[config.mk]
export PLATFORM = sky130hd
export DESIGN_NAME = wiper_ctrl
export DESIGN_NICKNAME = d
export VERILOG_FILES = /design/src/rtl/wpc_pkg.sv /design/src/rtl/wpc_sync.sv /design/src/rtl/wpc_tap_counter.sv /design/src/rtl/wpc_onehot_dec.sv /design/src/rtl/wpc_store_ctl.sv /design/src/rtl/wiper_ctrl.sv
export SDC_FILE = /design/constraint.sdc
export NUM_CORES = 1
export LEC_CHECK = 0
export CORE_MARGIN = 5
export CORE_UTILIZATION = 46
export DETAILED_ROUTE_END_ITERATION = 12
export PLACE_DENSITY = 0.85
export SYNTH_ARGS = -nofsm -noshare
export SYNTH_HDL_FRONTEND = slang
export SYNTH_SLANG_ARGS = --single-unit
export TNS_END_PERCENT = 5
[constraint.sdc]
create_clock -name clk -period 2.5 [get_ports clk]
set_input_delay 0.5 -clock clk [delete_from_list [all_inputs] [get_ports clk]]
set_output_delay 0.5 -clock clk [all_outputs]
set_load 0.05 [all_outputs]
[src/rtl/wpc_pkg.sv]
package wpc_pkg;
   // Store controller states
   typedef enum logic {
      SS_IDLE  = 1'b0,
      SS_WRITE = 1'b1
   } store_state_e;

   // Width needed to count 0..n inclusive
   function automatic int unsigned cnt_width(input int unsigned n);
      return (n < 2) ? 1 : $clog2(n + 1);
   endfunction
endpackage

[src/rtl/wpc_sync.sv]
module wpc_sync #(
   parameter int unsigned STAGES  = 2,
   parameter logic        RST_VAL = 1'b1
) (
   input  logic clk,
   input  logic rst_n,
   input  logic d,
   output logic q
);
   logic [STAGES-1:0] chain;

   generate
      if (STAGES < 2) begin : g_bad_stages
         $error("wpc_sync: STAGES must be at least 2");
      end
   endgenerate

   always_ff @(posedge clk or negedge rst_n) begin
      if (!rst_n) chain <= {STAGES{RST_VAL}};
      else        chain <= {chain[STAGES-2:0], d};
   end

   assign q = chain[STAGES-1];
endmodule

[src/rtl/wpc_tap_counter.sv]
module wpc_tap_counter #(
   parameter int unsigned NTAPS = 100,
   parameter int unsigned CW    = 7
) (
   input  logic          clk,
   input  logic          rst_n,
   input  logic          load,
   input  logic [CW-1:0] load_val,
   input  logic          step,
   input  logic          dir_up,
   output logic [CW-1:0] pos
);
   localparam logic [CW-1:0] TOP_POS = CW'(NTAPS - 1);

   always_ff @(posedge clk or negedge rst_n) begin
      if (!rst_n) begin
         pos <= '0;
      end else if (load) begin
         pos <= load_val;
      end else if (step) begin
         if (dir_up && (pos != TOP_POS))  pos <= pos + 1'b1;
         else if (!dir_up && (pos != '0)) pos <= pos - 1'b1;
      end
   end
endmodule

[src/rtl/wpc_onehot_dec.sv]
module wpc_onehot_dec #(
   parameter int unsigned NTAPS = 100,
   parameter int unsigned CW    = 7
) (
   input  logic [CW-1:0]    pos,
   output logic [NTAPS-1:0] sel
);
   generate
      for (genvar i = 0; i < NTAPS; i++) begin : g_tap
         assign sel[i] = (pos == CW'(i));
      end
   endgenerate
endmodule

[src/rtl/wpc_store_ctl.sv]
module wpc_store_ctl
   import wpc_pkg::*;
#(
   parameter int unsigned CW           = 7,
   parameter int unsigned STORE_CYCLES = 5_000_000,
   parameter int unsigned INIT_POS     = 50
) (
   input  logic          clk,
   input  logic          rst_n,
   input  logic          nv_rst_n,
   input  logic          start,
   input  logic [CW-1:0] data,
   output logic          busy,
   output logic [CW-1:0] nv_q
);
   localparam int unsigned TW = cnt_width(STORE_CYCLES);

   store_state_e  state;
   logic [TW-1:0] timer;
   logic [CW-1:0] wr_data;
   logic          wr_en;

   assign busy  = (state == SS_WRITE);
   assign wr_en = busy && (timer == '0);

   always_ff @(posedge clk or negedge rst_n) begin
      if (!rst_n) begin
         state   <= SS_IDLE;
         timer   <= '0;
         wr_data <= '0;
      end else begin
         case (state)
            SS_IDLE: if (start) begin
               state   <= SS_WRITE;
               timer   <= TW'(STORE_CYCLES - 1);
               wr_data <= data;
            end
            SS_WRITE: begin
               if (timer == '0) state <= SS_IDLE;
               else             timer <= timer - 1'b1;
            end
            default: state <= SS_IDLE;
         endcase
      end
   end

   // Nonvolatile cells: survive rst_n, cleared only by nv_rst_n
   always_ff @(posedge clk or negedge nv_rst_n) begin
      if (!nv_rst_n)  nv_q <= CW'(INIT_POS);
      else if (wr_en) nv_q <= wr_data;
   end
endmodule

[src/rtl/wiper_ctrl.sv]
module wiper_ctrl #(
   parameter int unsigned NTAPS        = 100,
   parameter int unsigned CW           = 7,
   parameter int unsigned STORE_CYCLES = 5_000_000,
   parameter int unsigned INIT_POS     = 50,
   parameter int unsigned SYNC_STAGES  = 2
) (
   input  logic             clk,
   input  logic             rst_n,
   input  logic             nv_rst_n,
   input  logic             cs_n,
   input  logic             inc_n,
   input  logic             up,
   output logic [NTAPS-1:0] tap_sel,
   output logic [CW-1:0]    tap_pos,
   output logic             busy,
   output logic             standby
);
   generate
      if (NTAPS < 2) begin : g_bad_ntaps
         $error("wiper_ctrl: NTAPS must be at least 2");
      end
      if (NTAPS > (2 ** CW)) begin : g_bad_cw
         $error("wiper_ctrl: CW too narrow for NTAPS");
      end
      if (INIT_POS >= NTAPS) begin : g_bad_init
         $error("wiper_ctrl: INIT_POS out of range");
      end
      if (STORE_CYCLES < 1) begin : g_bad_store
         $error("wiper_ctrl: STORE_CYCLES must be at least 1");
      end
   endgenerate

   logic          s_cs_n, s_inc_n, s_up;
   logic          p_cs_n, p_inc_n;
   logic          recall_q;
   logic          step, store_go;
   logic [CW-1:0] nv_q;

   wpc_sync #(.STAGES(SYNC_STAGES), .RST_VAL(1'b1)) u_sync_cs (
      .clk(clk), .rst_n(rst_n), .d(cs_n), .q(s_cs_n));
   wpc_sync #(.STAGES(SYNC_STAGES), .RST_VAL(1'b1)) u_sync_inc (
      .clk(clk), .rst_n(rst_n), .d(inc_n), .q(s_inc_n));
   wpc_sync #(.STAGES(SYNC_STAGES), .RST_VAL(1'b0)) u_sync_up (
      .clk(clk), .rst_n(rst_n), .d(up), .q(s_up));

   // Previous samples for edge detection; recall flag for power-up load
   always_ff @(posedge clk or negedge rst_n) begin
      if (!rst_n) begin
         p_cs_n   <= 1'b1;
         p_inc_n  <= 1'b1;
         recall_q <= 1'b1;
      end else begin
         p_cs_n   <= s_cs_n;
         p_inc_n  <= s_inc_n;
         recall_q <= 1'b0;
      end
   end

   assign step     = !s_cs_n && p_inc_n && !s_inc_n && !busy && !recall_q;
   assign store_go = !p_cs_n && s_cs_n && s_inc_n && !busy && !recall_q;

   wpc_tap_counter #(.NTAPS(NTAPS), .CW(CW)) u_cnt (
      .clk(clk), .rst_n(rst_n), .load(recall_q), .load_val(nv_q),
      .step(step), .dir_up(s_up), .pos(tap_pos));

   wpc_onehot_dec #(.NTAPS(NTAPS), .CW(CW)) u_dec (
      .pos(tap_pos), .sel(tap_sel));

   wpc_store_ctl #(.CW(CW), .STORE_CYCLES(STORE_CYCLES), .INIT_POS(INIT_POS)) u_store (
      .clk(clk), .rst_n(rst_n), .nv_rst_n(nv_rst_n), .start(store_go),
      .data(tap_pos), .busy(busy), .nv_q(nv_q));

   assign standby = s_cs_n && !busy;
endmodule

==> impl_metrics.env <==
export IMPL_slew_headroom=0.440
export IMPL_fin_area_sq_um=5880
export IMPL_ys_seq_elements=54
export IMPL_crit_fanout=7
export IMPL_ant_nets=0
export IMPL_synth_seq_area_share=0.420
export IMPL_drive_above_1_share=0.410
export IMPL_vias=3577
export IMPL_reg2reg_to="u_store.timer[9]"
export IMPL_final_nets=523
export IMPL_final_cell_mix="buf_12 (100), nor2_1 (83), nand2_1 (48)"
export IMPL_p_leak_uw=0.00233
export IMPL_htree_levels=2
export IMPL_final_instance_count_excl_fill=608
export IMPL_grtUsageTotal=0.307
export IMPL_min_period_ps=2440
export IMPL_max_freq_ghz=0.409
export IMPL_worst_pin_slew_ps=841
export IMPL_r2r_start="u_store.timer[7]"
export IMPL_die_area_sq_um=8840
export IMPL_rsz0062_at_grt="true"
export IMPL_die_w_microns=94
export IMPL_netSwitchingFraction=0.370
export IMPL_final_common_cell="buf_12"
export IMPL_num_rows=30
export IMPL_crit_chain="inv_2 -> ha_2 -> or3b_4 -> buf_6 -> nor2_4 -> buf_12"
export IMPL_initial_core_util=0.475
export IMPL_cp_end_kind="output port"
export IMPL_avgSynthCellArea_sq_um=8.24
export IMPL_synth_async_sr_flop_share=1.00
export IMPL_p_comb_frac=0.258
export IMPL_grt_max_degree=40
export IMPL_wl_per_cell_microns=22.0
export IMPL_yosysWarnings=0
export IMPL_die_y_microns=94
export IMPL_max_clock_path_buffers=2
export IMPL_drt_pass1_iter_count=5
export IMPL_synth_ff_type="dfrtp_1"
export IMPL_tritoncts="built"
export IMPL_power_density_nw_per_um2=393
export IMPL_cts_clk_slew_worst_paths_ps=110
export IMPL_numCtsBuffers=5
export IMPL_core_area_sq_um=6830
export IMPL_crit_end="tap_sel[64]"
export IMPL_crit_type="flip-flop to output port"
export IMPL_critPathMaxStageDelay_ps=440
export IMPL_arrival_ps=1940
export IMPL_antenna_found_initial=0
export IMPL_antenna_cells=0
export IMPL_hp_class="input pin to async pin"
export IMPL_grt_overflow=0
export IMPL_status="complete, no violations"
export IMPL_critPathLaunchType="flip-flop"
export IMPL_grt_pass1_wl_microns=20700
export IMPL_maxCapViolCount=0
export IMPL_gp_congestion=0.988
export IMPL_cts_hold_buffers=0
export IMPL_postSynthCellCount=394
export IMPL_setup_viol_count_final=0
export IMPL_switching_power_uw=855
export IMPL_cp_startpoint="u_cnt.pos[1]"
export IMPL_nFillCells=311
export IMPL_synth_cell_type_count=62
export IMPL_finalWirelength_microns=13400
export IMPL_synth_edf_count=0
export IMPL_clock_sinks=54
export IMPL_placed_cell_area_sq_um=5730
export IMPL_r2r_slack_ps=240
export IMPL_cpMaxStageDelayCell="dfrtp_2"
export IMPL_finalMaxSlewViolations=0
export IMPL_timing_final_crit_share=0.978
export IMPL_pwr_share_seq=0.520
export IMPL_synthToLayoutAreaGrowth_pct=81.2
export IMPL_p_int_uw=1450
export IMPL_placedCellCount=598
export IMPL_numPortBuffers=114
export IMPL_max_vdd_ir_drop_mv=0.564
export IMPL_required_ps=2000
export IMPL_drt_initial_drc_count=385
export IMPL_syn_nets=406
export IMPL_power_share_clock=0.223
export IMPL_hold_viol=0
export IMPL_dp_hpwl_microns=10200
export IMPL_clock_skew_ps=10.9
export IMPL_io_pins=115
export IMPL_cts_root_buf="clkbuf_8"
export IMPL_clk_latency_ps=310
export IMPL_grt_pass1_vias=3469
export IMPL_vias_per_cell=5.88
export IMPL_syn_area_sq_um=3250
export IMPL_rr_worst_depth=5
export IMPL_drc=0
==> state kept, by name, summed over array words and instances (netlist names) <==
name / count
u_sync_inc.chain: 2
u_store.busy: 1
u_store.nv_q: 7
u_store.wr_data: 7
recall_q: 1
u_sync_up.chain: 2
u_store.timer: 23
p_cs_n: 1
u_sync_cs.chain: 2
u_cnt.pos: 7
p_inc_n: 1
==> routing by layer <==
metal  vias up  global-route usage  wire length [microns]
met5         -                   0                      0
met4         0              0.0975                    506
met3        53              0.0561                   1030
met2       225               0.566                   7060
met1      1728               0.358                   4780
li1       1571                   -                      -
==> critical path: cells and delay by family, from the launching register on <==
family                     cells  cell delay, ps
buffers and inverters          3             420
DFF                            1             440
and+or+nand+nor                2             560
adders and majority gates      1             210
==> logic make-up (layout without fill, tap and decap cells) <==
logic type               Yosys count  count (layout)  share of synthesized area
AO/OA/AOI/OAI                     43              43                     0.0871
adder cells (fa/ha/maj)            6               6                     0.0231
AND/OR/NAND/NOR                  233             233                      0.346
flip-flops                        54              54                      0.420
XOR/XNOR                           9               9                     0.0243
buffers and inverters             30             148                     0.0370
multiplexers                      18              18                     0.0613
other                              1               1                    0.00116
==> power groups by stage <==
stage / Combinational (uW) / Clock (uW) / Sequential (uW)
4_1_cts: 587 / 519 / 1190
6_report: 595 / 515 / 1200
3_5_place_dp: 562 / 0 / 1190
5_1_grt: 649 / 559 / 1210
3_3_place_gp: 526 / 0 / 1180
2_1_floorplan: 390 / 0 / 1170
==> cells in the mapped netlist, types with 2 or more instances <==
| cell type | instances | area share |
|---|---|---|
| a211o_1 | 3 | 0.0081 |
| a21oi_1 | 5 | 0.0077 |
| a31oi_1 | 3 | 0.0058 |
| and3_1 | 3 | 0.0058 |
| and4_1 | 2 | 0.0054 |
| buf_2 | 3 | 0.0046 |
| clkbuf_1 | 19 | 0.022 |
| dfrtp_1 | 44 | 0.34 |
| dfstp_2 | 10 | 0.081 |
| ha_1 | 6 | 0.023 |
| inv_1 | 6 | 0.0069 |
| mux2_1 | 2 | 0.0069 |
| mux2_2 | 9 | 0.031 |
| mux2i_1 | 6 | 0.019 |
| nand2_1 | 50 | 0.058 |
| nand3_1 | 10 | 0.015 |
| nand3b_1 | 3 | 0.0069 |
| nand4_1 | 2 | 0.0039 |
| nor2_1 | 115 | 0.13 |
| nor2b_1 | 5 | 0.0096 |
| nor3_1 | 7 | 0.011 |
| nor4_1 | 3 | 0.0058 |
| o21ai_0 | 14 | 0.022 |
| o311ai_0 | 4 | 0.011 |
| o31ai_1 | 5 | 0.012 |
| or2_2 | 3 | 0.0058 |
| or3_1 | 7 | 0.013 |
| or3b_2 | 3 | 0.0081 |
| or4_1 | 2 | 0.0046 |
| xnor2_1 | 5 | 0.013 |
| xor2_1 | 4 | 0.011 |
==> repair_timing <==
item	4_1_cts	5_1_grt
buffers inserted	2	0
gates resized for setup	10	8
endpoints found under the setup margin	31	69
==> stage by stage <==
stage          total power, uW  utilization  setup slack (ps)  TNS (ps)  hold slack [ps]
2_1_floorplan             1550            -              -145     -6070              204
3_3_place_gp              1700        0.839               213         0              333
3_5_place_dp              1750        0.839               129         0              336
4_1_cts                   2290        0.858              16.4         0              308
5_1_grt                   2420        0.861             -49.4      -248              336
6_report                  2310        0.861              55.3         0              279
==> how the worst min path moves through the flow <==
stage / from / to
global route: rst_n / u_store.timer[13]
detailed placement: u_sync_up.chain[0] / u_sync_up.chain[1]
finish: rst_n / u_store.timer[13]
CTS: rst_n / u_store.timer[20]
floorplan: rst_n / u_cnt.pos[0]
global placement: u_sync_up.chain[0] / u_sync_up.chain[1]
==> final cells by class <==
cell class              instances  area [sq um]  area share
inverters                       6          22.5     0.00383
clock buffers                   5          68.8      0.0117
well taps                      96           120      0.0204
flip-flops and latches         54          1370       0.233
repair buffers                134          2290       0.389
multi-input cells             310          1980       0.337
clock inverters                 3          28.8     0.00489
(Power assumes the default switching activity.)
